**src/rtl/pfq_pkg.sv**
```systemverilog
package pfq_pkg;

    typedef enum logic {
        FS_IDLE = 1'b0,
        FS_WAIT = 1'b1
    } fetch_state_e;

    typedef struct packed {
        logic [1:0] n;    // bytes appended this cycle (0..2)
        logic [7:0] b0;   // lower-address byte
        logic [7:0] b1;   // upper-address byte, used when n == 2
    } push_t;

    function automatic logic [19:0] phys_addr(input logic [15:0] seg, input logic [15:0] off);
        return {seg, 4'h0} + {4'h0, off};
    endfunction

endpackage

```
**src/rtl/pfq_ring.sv**
```systemverilog
module pfq_ring
    import pfq_pkg::*;
#(
    parameter int DEPTH = 6,
    parameter int CW    = $clog2(DEPTH + 1)
) (
    input  logic          clk,
    input  logic          rst,
    input  logic          flush,
    input  push_t         push_i,
    input  logic          pop_i,
    output logic          valid_o,
    output logic [7:0]    head_o,
    output logic [CW-1:0] free_o
);
    localparam int IW = (DEPTH > 1) ? $clog2(DEPTH) : 1;

    logic [7:0]    mem [DEPTH];
    logic [IW-1:0] rd_q, wr_q;
    logic [CW-1:0] cnt_q;
    logic          do_pop;

    function automatic logic [IW-1:0] inc(input logic [IW-1:0] p);
        return (p == IW'(DEPTH - 1)) ? '0 : p + 1'b1;
    endfunction

    assign do_pop  = pop_i && (cnt_q != '0);
    assign valid_o = (cnt_q != '0);
    assign head_o  = mem[rd_q];
    assign free_o  = CW'(DEPTH) - cnt_q;

    always_ff @(posedge clk) begin
        if (push_i.n != 2'd0) mem[wr_q] <= push_i.b0;
        if (push_i.n == 2'd2) mem[inc(wr_q)] <= push_i.b1;
    end

    always_ff @(posedge clk) begin
        if (rst || flush) begin
            rd_q  <= '0;
            wr_q  <= '0;
            cnt_q <= '0;
        end else begin
            if (push_i.n == 2'd1)      wr_q <= inc(wr_q);
            else if (push_i.n == 2'd2) wr_q <= inc(inc(wr_q));
            if (do_pop) rd_q <= inc(rd_q);
            cnt_q <= cnt_q + CW'(push_i.n) - CW'(do_pop);
        end
    end

    // occupancy bounded by the depth
    p_no_overflow_r2: assert property (@(posedge clk) disable iff (rst)
        cnt_q <= CW'(DEPTH));

    // the fetch side never appends more bytes than there are free slots
    p_push_fits_r2: assert property (@(posedge clk) disable iff (rst)
        (push_i.n != 2'd0) |-> (CW'(push_i.n) <= free_o));

    // a pop on an empty queue leaves it empty when nothing arrives
    p_empty_pop_r10: assert property (@(posedge clk) disable iff (rst)
        (!valid_o && pop_i && push_i.n == 2'd0) |=> !valid_o);

endmodule

```
**src/rtl/pfq_fetch.sv**
```systemverilog
module pfq_fetch
    import pfq_pkg::*;
#(
    parameter int          BUS_BYTES = 2,
    parameter int          CW        = 3,
    parameter logic [15:0] RESET_SEG = 16'hFFFF,
    parameter logic [15:0] RESET_OFF = 16'h0000
) (
    input  logic                   clk,
    input  logic                   rst,
    input  logic                   flush,
    input  logic [15:0]            new_seg,
    input  logic [15:0]            new_off,
    input  logic [CW-1:0]          free_i,
    output logic                   mem_req,
    output logic [19:0]            mem_addr,
    input  logic                   mem_ack,
    input  logic [BUS_BYTES*8-1:0] mem_rdata,
    output push_t                  push_o
);
    localparam int THR = BUS_BYTES;

    fetch_state_e state_q;
    logic [15:0]  seg_q, off_q;
    logic [19:0]  addr_q;
    logic         stale_q;
    logic         take;

    assign mem_req  = (state_q == FS_WAIT);
    assign mem_addr = addr_q;
    assign take     = mem_req && mem_ack && !stale_q && !flush;

    generate
        if (BUS_BYTES == 2) begin : g_wide
            always_comb begin
                push_o = '0;
                if (take) begin
                    if (addr_q[0]) begin
                        push_o.n  = 2'd1;
                        push_o.b0 = mem_rdata[15:8];
                    end else begin
                        push_o.n  = 2'd2;
                        push_o.b0 = mem_rdata[7:0];
                        push_o.b1 = mem_rdata[15:8];
                    end
                end
            end
        end else begin : g_narrow
            always_comb begin
                push_o = '0;
                if (take) begin
                    push_o.n  = 2'd1;
                    push_o.b0 = mem_rdata[7:0];
                end
            end
        end
    endgenerate

    always_ff @(posedge clk) begin
        if (rst) begin
            state_q <= FS_IDLE;
            seg_q   <= RESET_SEG;
            off_q   <= RESET_OFF;
            addr_q  <= '0;
            stale_q <= 1'b0;
        end else if (flush) begin
            seg_q <= new_seg;
            off_q <= new_off;
            if (mem_req && !mem_ack) begin
                stale_q <= 1'b1;
            end else begin
                state_q <= FS_IDLE;
                stale_q <= 1'b0;
            end
        end else begin
            unique case (state_q)
                FS_IDLE: begin
                    if (free_i >= CW'(THR)) begin
                        state_q <= FS_WAIT;
                        addr_q  <= phys_addr(seg_q, off_q);
                    end
                end
                FS_WAIT: begin
                    if (mem_ack) begin
                        state_q <= FS_IDLE;
                        stale_q <= 1'b0;
                        off_q   <= off_q + 16'(push_o.n);
                    end
                end
                default: state_q <= FS_IDLE;
            endcase
        end
    end

    // an unanswered request keeps its address
    p_req_stable_r12: assert property (@(posedge clk) disable iff (rst)
        (mem_req && !mem_ack) |=> (mem_req && $stable(mem_addr)));

    // a request only starts when the threshold of free slots was met
    p_issue_room_r3: assert property (@(posedge clk) disable iff (rst)
        $rose(mem_req) |-> ($past(free_i) >= CW'(THR)));

endmodule

```
**src/rtl/prefetch_queue.sv**
```systemverilog
module prefetch_queue
    import pfq_pkg::*;
#(
    parameter int          DEPTH     = 6,
    parameter int          BUS_BYTES = 2,
    parameter logic [15:0] RESET_SEG = 16'hFFFF,
    parameter logic [15:0] RESET_OFF = 16'h0000
) (
    input  logic                   clk,
    input  logic                   rst,
    input  logic                   flush,
    input  logic [15:0]            flush_seg,
    input  logic [15:0]            flush_off,
    output logic                   mem_req,
    output logic [19:0]            mem_addr,
    input  logic                   mem_ack,
    input  logic [BUS_BYTES*8-1:0] mem_rdata,
    output logic                   exe_valid,
    output logic [7:0]             exe_byte,
    input  logic                   exe_pop
);
    localparam int CW = $clog2(DEPTH + 1);

    push_t         push;
    logic [CW-1:0] free;

    pfq_fetch #(
        .BUS_BYTES(BUS_BYTES),
        .CW       (CW),
        .RESET_SEG(RESET_SEG),
        .RESET_OFF(RESET_OFF)
    ) u_fetch (
        .clk      (clk),
        .rst      (rst),
        .flush    (flush),
        .new_seg  (flush_seg),
        .new_off  (flush_off),
        .free_i   (free),
        .mem_req  (mem_req),
        .mem_addr (mem_addr),
        .mem_ack  (mem_ack),
        .mem_rdata(mem_rdata),
        .push_o   (push)
    );

    pfq_ring #(
        .DEPTH(DEPTH),
        .CW   (CW)
    ) u_ring (
        .clk    (clk),
        .rst    (rst),
        .flush  (flush),
        .push_i (push),
        .pop_i  (exe_pop),
        .valid_o(exe_valid),
        .head_o (exe_byte),
        .free_o (free)
    );

    // a flush leaves nothing visible to the execute side
    p_flush_empty_r7: assert property (@(posedge clk) disable iff (rst)
        flush |=> !exe_valid);

endmodule

```
**config.mk**
```make
export PLATFORM = sky130hd
export DESIGN_NAME = prefetch_queue
export DESIGN_NICKNAME = d
export VERILOG_FILES = /design/src/rtl/pfq_pkg.sv /design/src/rtl/pfq_ring.sv /design/src/rtl/pfq_fetch.sv /design/src/rtl/prefetch_queue.sv
export SDC_FILE = /design/constraint.sdc
export NUM_CORES = 1
export LEC_CHECK = 0
export ABC_AREA = 1
export BUFFER_PORTS_ARGS = -buffer_cell sky130_fd_sc_hd__clkbuf_2
export CORE_AREA = 2 2 107 187
export CTS_CLUSTER_DIAMETER = 150
export DETAILED_ROUTE_END_ITERATION = 10
export DIE_AREA = 0 0 109 189
export PLACE_DENSITY_LB_ADDON = 0.12
export SLEW_MARGIN = 15
export SYNTH_ARGS = -nofsm -noshare
export SYNTH_HDL_FRONTEND = slang
export SYNTH_HIERARCHICAL = 1
export SYNTH_SLANG_ARGS = --single-unit
```
**constraint.sdc**
```tcl
create_clock -name clk -period 3.7 [get_ports clk]
set_clock_uncertainty 0.15 [all_clocks]
set_input_delay 0 -clock clk [delete_from_list [all_inputs] [get_ports clk]]
set_output_delay 0 -clock clk [all_outputs]
set_load 0.03 [all_outputs]
```
* Yosys cells after proc, flatten, opt, wreduce, memory -nomap -nowiden
Memory sizes are Yosys's and may differ from the RTL's. A register that Yosys moved wholly into a read port is not among the register bits. Index checks and enable logic that the tools add are counted.
Cells by class: muxes and demuxes 26, reduce and logical (&&, ||, !) cells 16, bitwise operators 2, equality and inequality tests 6, add/subtract/negate cells 8, magnitude comparators 1
Operator list (number):
- $mux 16 | 3
- $mux 3 | 7
- $add 20x16->20 | 1
- $mux 18 | 1
- $add 16x2->16 | 1
- $mux 1 | 12
- $mux 10 | 1
- $add 3x1->3 const B | 3
- $eq 3x3->1 const B | 3
- $mux 8 | 1
- $reduce_bool 2->1 | 4
- $logic_and 1x1->1 | 5
- $add 3x2->3 | 1
- $ge 3x2->1 const B | 1
- $logic_not 1->1 | 3
- $reduce_and 3->1 | 1
- $reduce_bool 3->1 | 1
- $sub 3x1->3 | 1
- $sub 3x3->3 const A | 1
- $eq 2x1->1 const B | 1
- $eq 2x2->1 const B | 1
- $ne 2x2->1 const B | 1
- $not 1->1 | 2
- $pmux 1 s2 | 1
- other kinds (2) | 2
Word-level totals: output and inout bits 30, memories 1, register bits after elaboration 63, bits in writable memories 48
Memories:
- u_ring.mem | words 6, bits a word 8, rd ports 1, clocked after Yosys merged registers in 1, write ports 2, RTL line pfq_ring.sv:18 | logic [7:0] mem [DEPTH];

* Logic depth before layout (Yosys ltp)
Gate-level depths: netlist of run 1.
word-level depth 8, depth in mapped cells 16

* Cells and area by module
The synthesis of run 1 kept the hierarchy.
By module, submodules not included:
- pfq_fetch | cells an instance 547, area an instance 3447.1 um^2, instances 1
- pfq_ring | cells an instance 347, area an instance 3109.2 um^2, instances 1

* Worst setup path after synthesis of run 1
OpenSTA, ideal clock, no wires.
path type reg-to-reg, start register u_fetch.state_q, in the netlist u_fetch/mem_req, end memory u_ring.mem[0][0], enable pin, setup slack 0.767 ns, data required time 3.194 ns, clock period less this slack 2.933 ns, cell stages (with the launch flop) 14, library setup time 0.356 ns, arrival 2.427 ns, cell sequence dfxtp_1 -> nand2_2 -> nor2_4 -> inv_2 -> nor2_4 -> nand2_2 -> inv_2 -> inv_1 -> ha_1 -> nand2_1 -> inv_2 -> nand2_2 -> buf_2 -> o21ai_0
RTL lines:
- from (decl) | RTL line pfq_fetch.sv:23 | fetch_state_e state_q;
- from (signal assigned) | RTL line pfq_fetch.sv:61 | state_q <= FS_IDLE;
- from (signal assigned) | RTL line pfq_fetch.sv:72 | state_q <= FS_IDLE;
- from (signal assigned) | RTL line pfq_fetch.sv:79 | state_q <= FS_WAIT;
- to (decl) | RTL line pfq_ring.sv:18

==> results of run 1 <==
-- placed cells by master, fill, tap and decap left out, types with 3 or more instances in the layout --
cell type and instances:
nand2_1 258, inv_1 105, clkbuf_2 82, nor2_1 77
nand3_1 74, dfxtp_1 66, o21ai_1 57, dlygate4sd3_1 51
edfxtp_1 48, o21ai_0 38, a21oi_1 28, ha_1 21
clkbuf_16 19, o21ai_2 16, inv_2 12, buf_4 9
nor3_1 8, nand4_1 7, a31oi_1 7, nand2_2 5
nor2_4 5, xnor2_1 5, clkinv_2 4, o211ai_1 4
clkbuf_8 3, xor2_1 3, fa_1 3
-- how the worst max path moves through the flow --
stage | to | depth (start not counted) | from | slack (ns)
2_1_floorplan | u_ring/mem[0][0]$_DFFE_PP_ | 13 | u_fetch/mem_req$_SDFFE_PP0N_ | 0.77
3_3_place_gp | u_ring/mem[4][3]$_DFFE_PP_ | 9 | u_fetch/mem_req$_SDFFE_PP0N_ | 0.91
3_5_place_dp | u_ring/mem[4][4]$_DFFE_PP_ | 9 | u_fetch/mem_req$_SDFFE_PP0N_ | 0.86
4_1_cts | u_fetch/off_q[14]$_SDFFE_PP0P_ | 16 | u_fetch/mem_req$_SDFFE_PP0N_ | 0.53
5_1_grt | u_fetch/off_q[12]$_SDFFE_PP0P_ | 17 | u_fetch/mem_req$_SDFFE_PP0N_ | 0.26
6_report | u_fetch/off_q[14]$_SDFFE_PP0P_ | 17 | u_fetch/mem_req$_SDFFE_PP0N_ | 0.54
-- repair_timing --
action                    CTS  global route
hold endpoints to repair   58             0
hold buffers               51             0
gates resized for setup     0             0
-- final cells by class --
type / count / area, sq um
clock buffers: 24 / 524
clock inverters: 8 / 73.8
fillers: 1993 / 10800
inverters: 118 / 445
multi-input cells: 633 / 3180
flip-flops and latches: 114 / 2760
well taps: 241 / 302
repair buffers: 142 / 988
-- through the flow --
stage / instances / cell area, sq um / util, % / worst slack, ns
finish: 1280 / 8280 / 43.5 / 0.545
global route: 1280 / 8280 / 43.5 / 0.262
CTS: 1280 / 8280 / 43.5 / 0.531
detailed placement: 1197 / 7170 / 37.7 / 0.862
global placement: 1197 / 7170 / 37.7 / 0.914
floorplan: 893 / 6550 / - / 0.767
-- state kept, by name (all words and copies together), names as in the netlist, named ones only --
name,count
u_ring/wr_q,3
u_ring/mem,48
u_fetch/mem_addr,20
u_ring/rd_q,3
u_fetch/seg_q,16
u_fetch/mem_req,1
u_fetch/stale_q,1
u_ring/cnt_q,3
u_fetch/off_q,16
-- layer usage --
layer  up-vias  wire length [um]  global-route usage, %
li1       3171                 -                      -
met1      2799              6940                   18.5
met2       118             11800                   41.7
met3        46               412                   3.30
met4         0              1030                   12.1
met5         -                 0                      0
-- report_power, final --
group / internal [mW] / total, mW / switching [mW]
clock network: 1.05 / 1.65 / 0.591
registers: 1.36 / 1.41 / 0.0459
logic: 0.213 / 0.573 / 0.361
total: 2.63 / 3.63 / 0.998
-- critical path: stages, from the launching register on --
cell and delay, ns:
dfxtp_1 0.34, nand2_2 0.08, nor2_4 0.09, inv_2 0.06, nor2_4 0.12, nand2_2 0.18
inv_2 0.14, ha_1 0.17, inv_1 0.05, fa_1 0.40, inv_1 0.12, nand4_1 0.14
inv_2 0.16, nand3_1 0.08, nand2_1 0.08, nand3_1 0.07, a21oi_1 0.11, dlygate4sd3_1 0.56
==> metrics.yaml, run 1 <==
post-dp-hpwl_um: 15600
p_per_area_nw_per_um2: 438
power.total_mw: 3.63
maxSlewHeadroom_pct: 23.2
grt_setup_unrepaired: "no"
setup_viol: 0
syn2layout_area_growth_pct: 26.4
clkTransAtPathRegs_ns: 0.06
cp.required_ns: 3.91
syn_area_sq_um: 6550
cts_tree: "yes"
period_share_pct: 85.3
grt_usage_pct: 20.8
p_leak_nw: 3.63
rr_endpoint: "u_fetch/off_q[14]$_SDFFE_PP0P_"
drive_gt1_share_pct: 16.4
max_freq_mhz: 317
diodes: 0
whs_ns: 0.0177
start_kind: "register"
htreeDepth: 4
globalRoute.totalOverflow: 0
clkSinkCount: 114
crit_type: "reg2reg"
die-area_sq_um: 20600
coreArea_sq_um: 19000
drtIter0Drc: 213
cts_made_buffers: 17
min_from: "mem_rdata[1]"
synthCells: 893
ys_warn_count: 6
drc: 0
wire_per_inst_um: 15.8
grt_max_degree: 41
hold_class: "in2reg"
arrival_ns: 3.36
syn_area_per_cell_sq_um: 7.33
cp-end-kind: "register"
postCtsSetupBuffers: 0
num_rows: 67
vias: 6134
fin_setup_tns_ns: 0
synthesis.nets: 970
whs_path_depth: 5
antenna_found_initial: 0
routabilityCongestion: 0.877
cts_root_buffer: "clkbuf_16"
slew_violations: 0
die_w_um: 109
rr_startpoint: "u_fetch/mem_req$_SDFFE_PP0N_"
regToRegSetupSlack_ns: 0.54
holdPathEnd: "u_ring/mem[2][1]$_DFFE_PP_"
drv_cap: 0
grt_pass1_vias: 6308
boundaryPins: 83
period_needed_ns: 3.16
reg2regPathDepth: 17
outcome: "completed"
hold_viol: 0
grt_pass1_wl_um: 32000
clk_latency_ns: 0.42
worst_slew_pin_slew_ns: 1.14
io_buffers: 82
fp.dieH_um: 189
first_pass_iters: 4
final_nets: 1103
viasPerCell: 4.79
route.final.wire_length_um: 20200
vdd_drop_max_mv: 0.263
antenna_left: 0
max-clock-path-buffers: 2
start_util_pct: 34.4
worst-path-max-fanout: 9
(Power assumes the default switching activity.)
==> inputs of run 2 (changes only) <==
--- a/config.mk
+++ b/config.mk
@@ -7,10 +7,10 @@
 export LEC_CHECK = 0
 export ABC_AREA = 1
 export BUFFER_PORTS_ARGS = -buffer_cell sky130_fd_sc_hd__clkbuf_2
-export CORE_AREA = 2 2 107 187
+export CORE_AREA = 2 2 100 175
 export CTS_CLUSTER_DIAMETER = 150
 export DETAILED_ROUTE_END_ITERATION = 10
-export DIE_AREA = 0 0 109 189
+export DIE_AREA = 0 0 102 177
 export PLACE_DENSITY_LB_ADDON = 0.12
 export SLEW_MARGIN = 15
 export SYNTH_ARGS = -nofsm -noshare
==> run 2 against run 1 <==
Maximum frequency decreased by 9.2%. Total power decreased by 1.3%. Die area decreased by 12%. Register-to-register slack got worse by 0.32 ns. Global-route usage increased by 1.0 points. Utilization increased by 5.8 points.
==> metrics.yaml, run 2 (same netlist as run 1, synthesis figures left out) <==
outcome: "completed"
p_per_area_nw_per_um2: 434
fillers: 1750
start_kind: "register"
regMostFlops: "u_ring/mem"
period_share_pct: 93.9
drv_cap: 0
vias: 6071
reg2regPathDepth: 16
start_util_pct: 39.2
drive_gt1_share_pct: 16.1
maxSlewHeadroom_pct: 25.1
whs_ns: 0.0349
cp-end-kind: "register"
fin_setup_tns_ns: 0
grt_pass1_wl_um: 29500
boundaryPins: 83
worst-path-max-fanout: 9
final_common_cell: "nand2_1"
crit_type: "reg2reg"
drtIter0Drc: 200
final_cell_mix: "nand2_1 (258), inv_1 (105), clkbuf_2 (82), nor2_1 (77), nand3_1 (74)"
routabilityCongestion: 0.867
slew_violations: 0
path_delay_family: "buffers and inverters"
arrival_ns: 3.60
max_freq_mhz: 288
whs_path_depth: 5
cp.required_ns: 3.82
critPathBufInv: 6
clk_latency_ns: 0.42
io_buffers: 82
crit_top_cell: "inv_2"
worst_slew_pin_slew_ns: 1.11
postLayoutSetupSlackWorst_ns: 0.225
diodes: 0
htreeDepth: 4
syn2layout_area_growth_pct: 25.9
die-area_sq_um: 18100
clkTransAtPathRegs_ns: 0.05
cpPeakStageDelay_ns: 0.58
grt_max_degree: 41
post-dp-hpwl_um: 14400
clkSinkCount: 114
final_core_util_pct: 49.3
largest_reg_flops: 48
crit_slowest_cell: "dlygate4sd3_1"
hold_viol: 0
drc: 0
max-clock-path-buffers: 2
grt_pass1_vias: 5893
die_w_um: 102
globalRoute.totalOverflow: 0
grt_setup_unrepaired: "no"
period_needed_ns: 3.48
postLayoutCellArea_sq_um: 8250
crit_path_cell_trace: "nand2_2, nor2_4, inv_2, nor2_4, nand2_2, inv_2, ha_1, inv_1, fa_1, inv_1, nand4_1, inv_2, nand3_1, a31oi_1, dlygate4sd3_1, nor2_1"
p_leak_nw: 3.62
coreArea_sq_um: 16700
antenna_left: 0
place_area_sq_um: 7120
fp.dieH_um: 177
first_pass_iters: 5
route.final.wire_length_um: 18700
cts_tree: "yes"
viasPerCell: 4.80
vdd_drop_max_mv: 0.289
setup_viol: 0
final_nets: 1102
grt_usage_pct: 21.9
hold_class: "in2reg"
cts_root_buffer: "clkbuf_16"
wire_per_inst_um: 14.8
antenna_found_initial: 0
cp.depth: 16
place_ws_ns: 0.436
cts_made_buffers: 17
num_rows: 63
[run 2: cell count changes in the layout (fill, tap and decap cells not counted)]
cell,before,now
buf_4,9,7
clkbuf_1,2,3
clkbuf_8,3,2
dlygate4sd3_1,51,52
o21ai_0,38,37
o21ai_1,57,58
[run 2: report_power, final]
group | internal (mW) | switching [mW]
Combinational | 0.212 | 0.353
Clock | 1.03 | 0.571
Sequential | 1.36 | 0.0466
Total | 2.61 | 0.971
[run 2: path summary, 6_finish.rpt]
path                                   from                             end  slack [ns]
min reg2reg  u_fetch/seg_q[10]$_SDFFE_PP1P_  u_fetch/seg_q[10]$_SDFFE_PP1P_        0.32
max            u_fetch/mem_req$_SDFFE_PP0N_  u_fetch/off_q[10]$_SDFFE_PP0P_        0.22
min                            mem_rdata[5]      u_ring/mem[3][5]$_DFFE_PP_        0.03
max reg2reg    u_fetch/mem_req$_SDFFE_PP0N_  u_fetch/off_q[10]$_SDFFE_PP0P_        0.22
[run 2: what timing repair did]
action | CTS | global route
endpoints found under the hold margin | 62 | 0
endpoints found under the setup margin | 0 | 3
hold buffers | 52 | 0
resized for setup | 0 | 0
setup buffers | 0 | 3
[run 2: final cells by class]
type	count	area, sq um	area share [%]
Tap cell	227	284	3.44
Multi-Input combinational cell	633	3180	38.6
Inverter	118	445	5.40
Timing Repair Buffer	141	983	11.9
Clock buffer	24	514	6.24
Clock inverter	8	73.8	0.895
Sequential cell	114	2760	33.5
[run 2: tightest hold or removal path, stage by stage]
cell and delay, ns:
clkbuf_2 0.09, nand2_1 0.06, o21ai_2 0.19, nand2_1 0.08
o21ai_1 0.07
[run 2: stage by stage]
| stage | instances | total power, mW |
|---|---|---|
| floorplan | 893 | 1.80 |
| global placement | 1178 | 1.96 |
| detailed placement | 1178 | 1.96 |
| CTS | 1262 | 3.62 |
| global route | 1265 | 3.75 |
| finish | 1265 | 3.58 |
[run 2: layer usage]
metal  part of all wire, %  track usage (%)
met1                    34             20.2
met2                    55             41.3
met3                   3.1             3.24
met4                   7.7             16.6
met5                     0                0
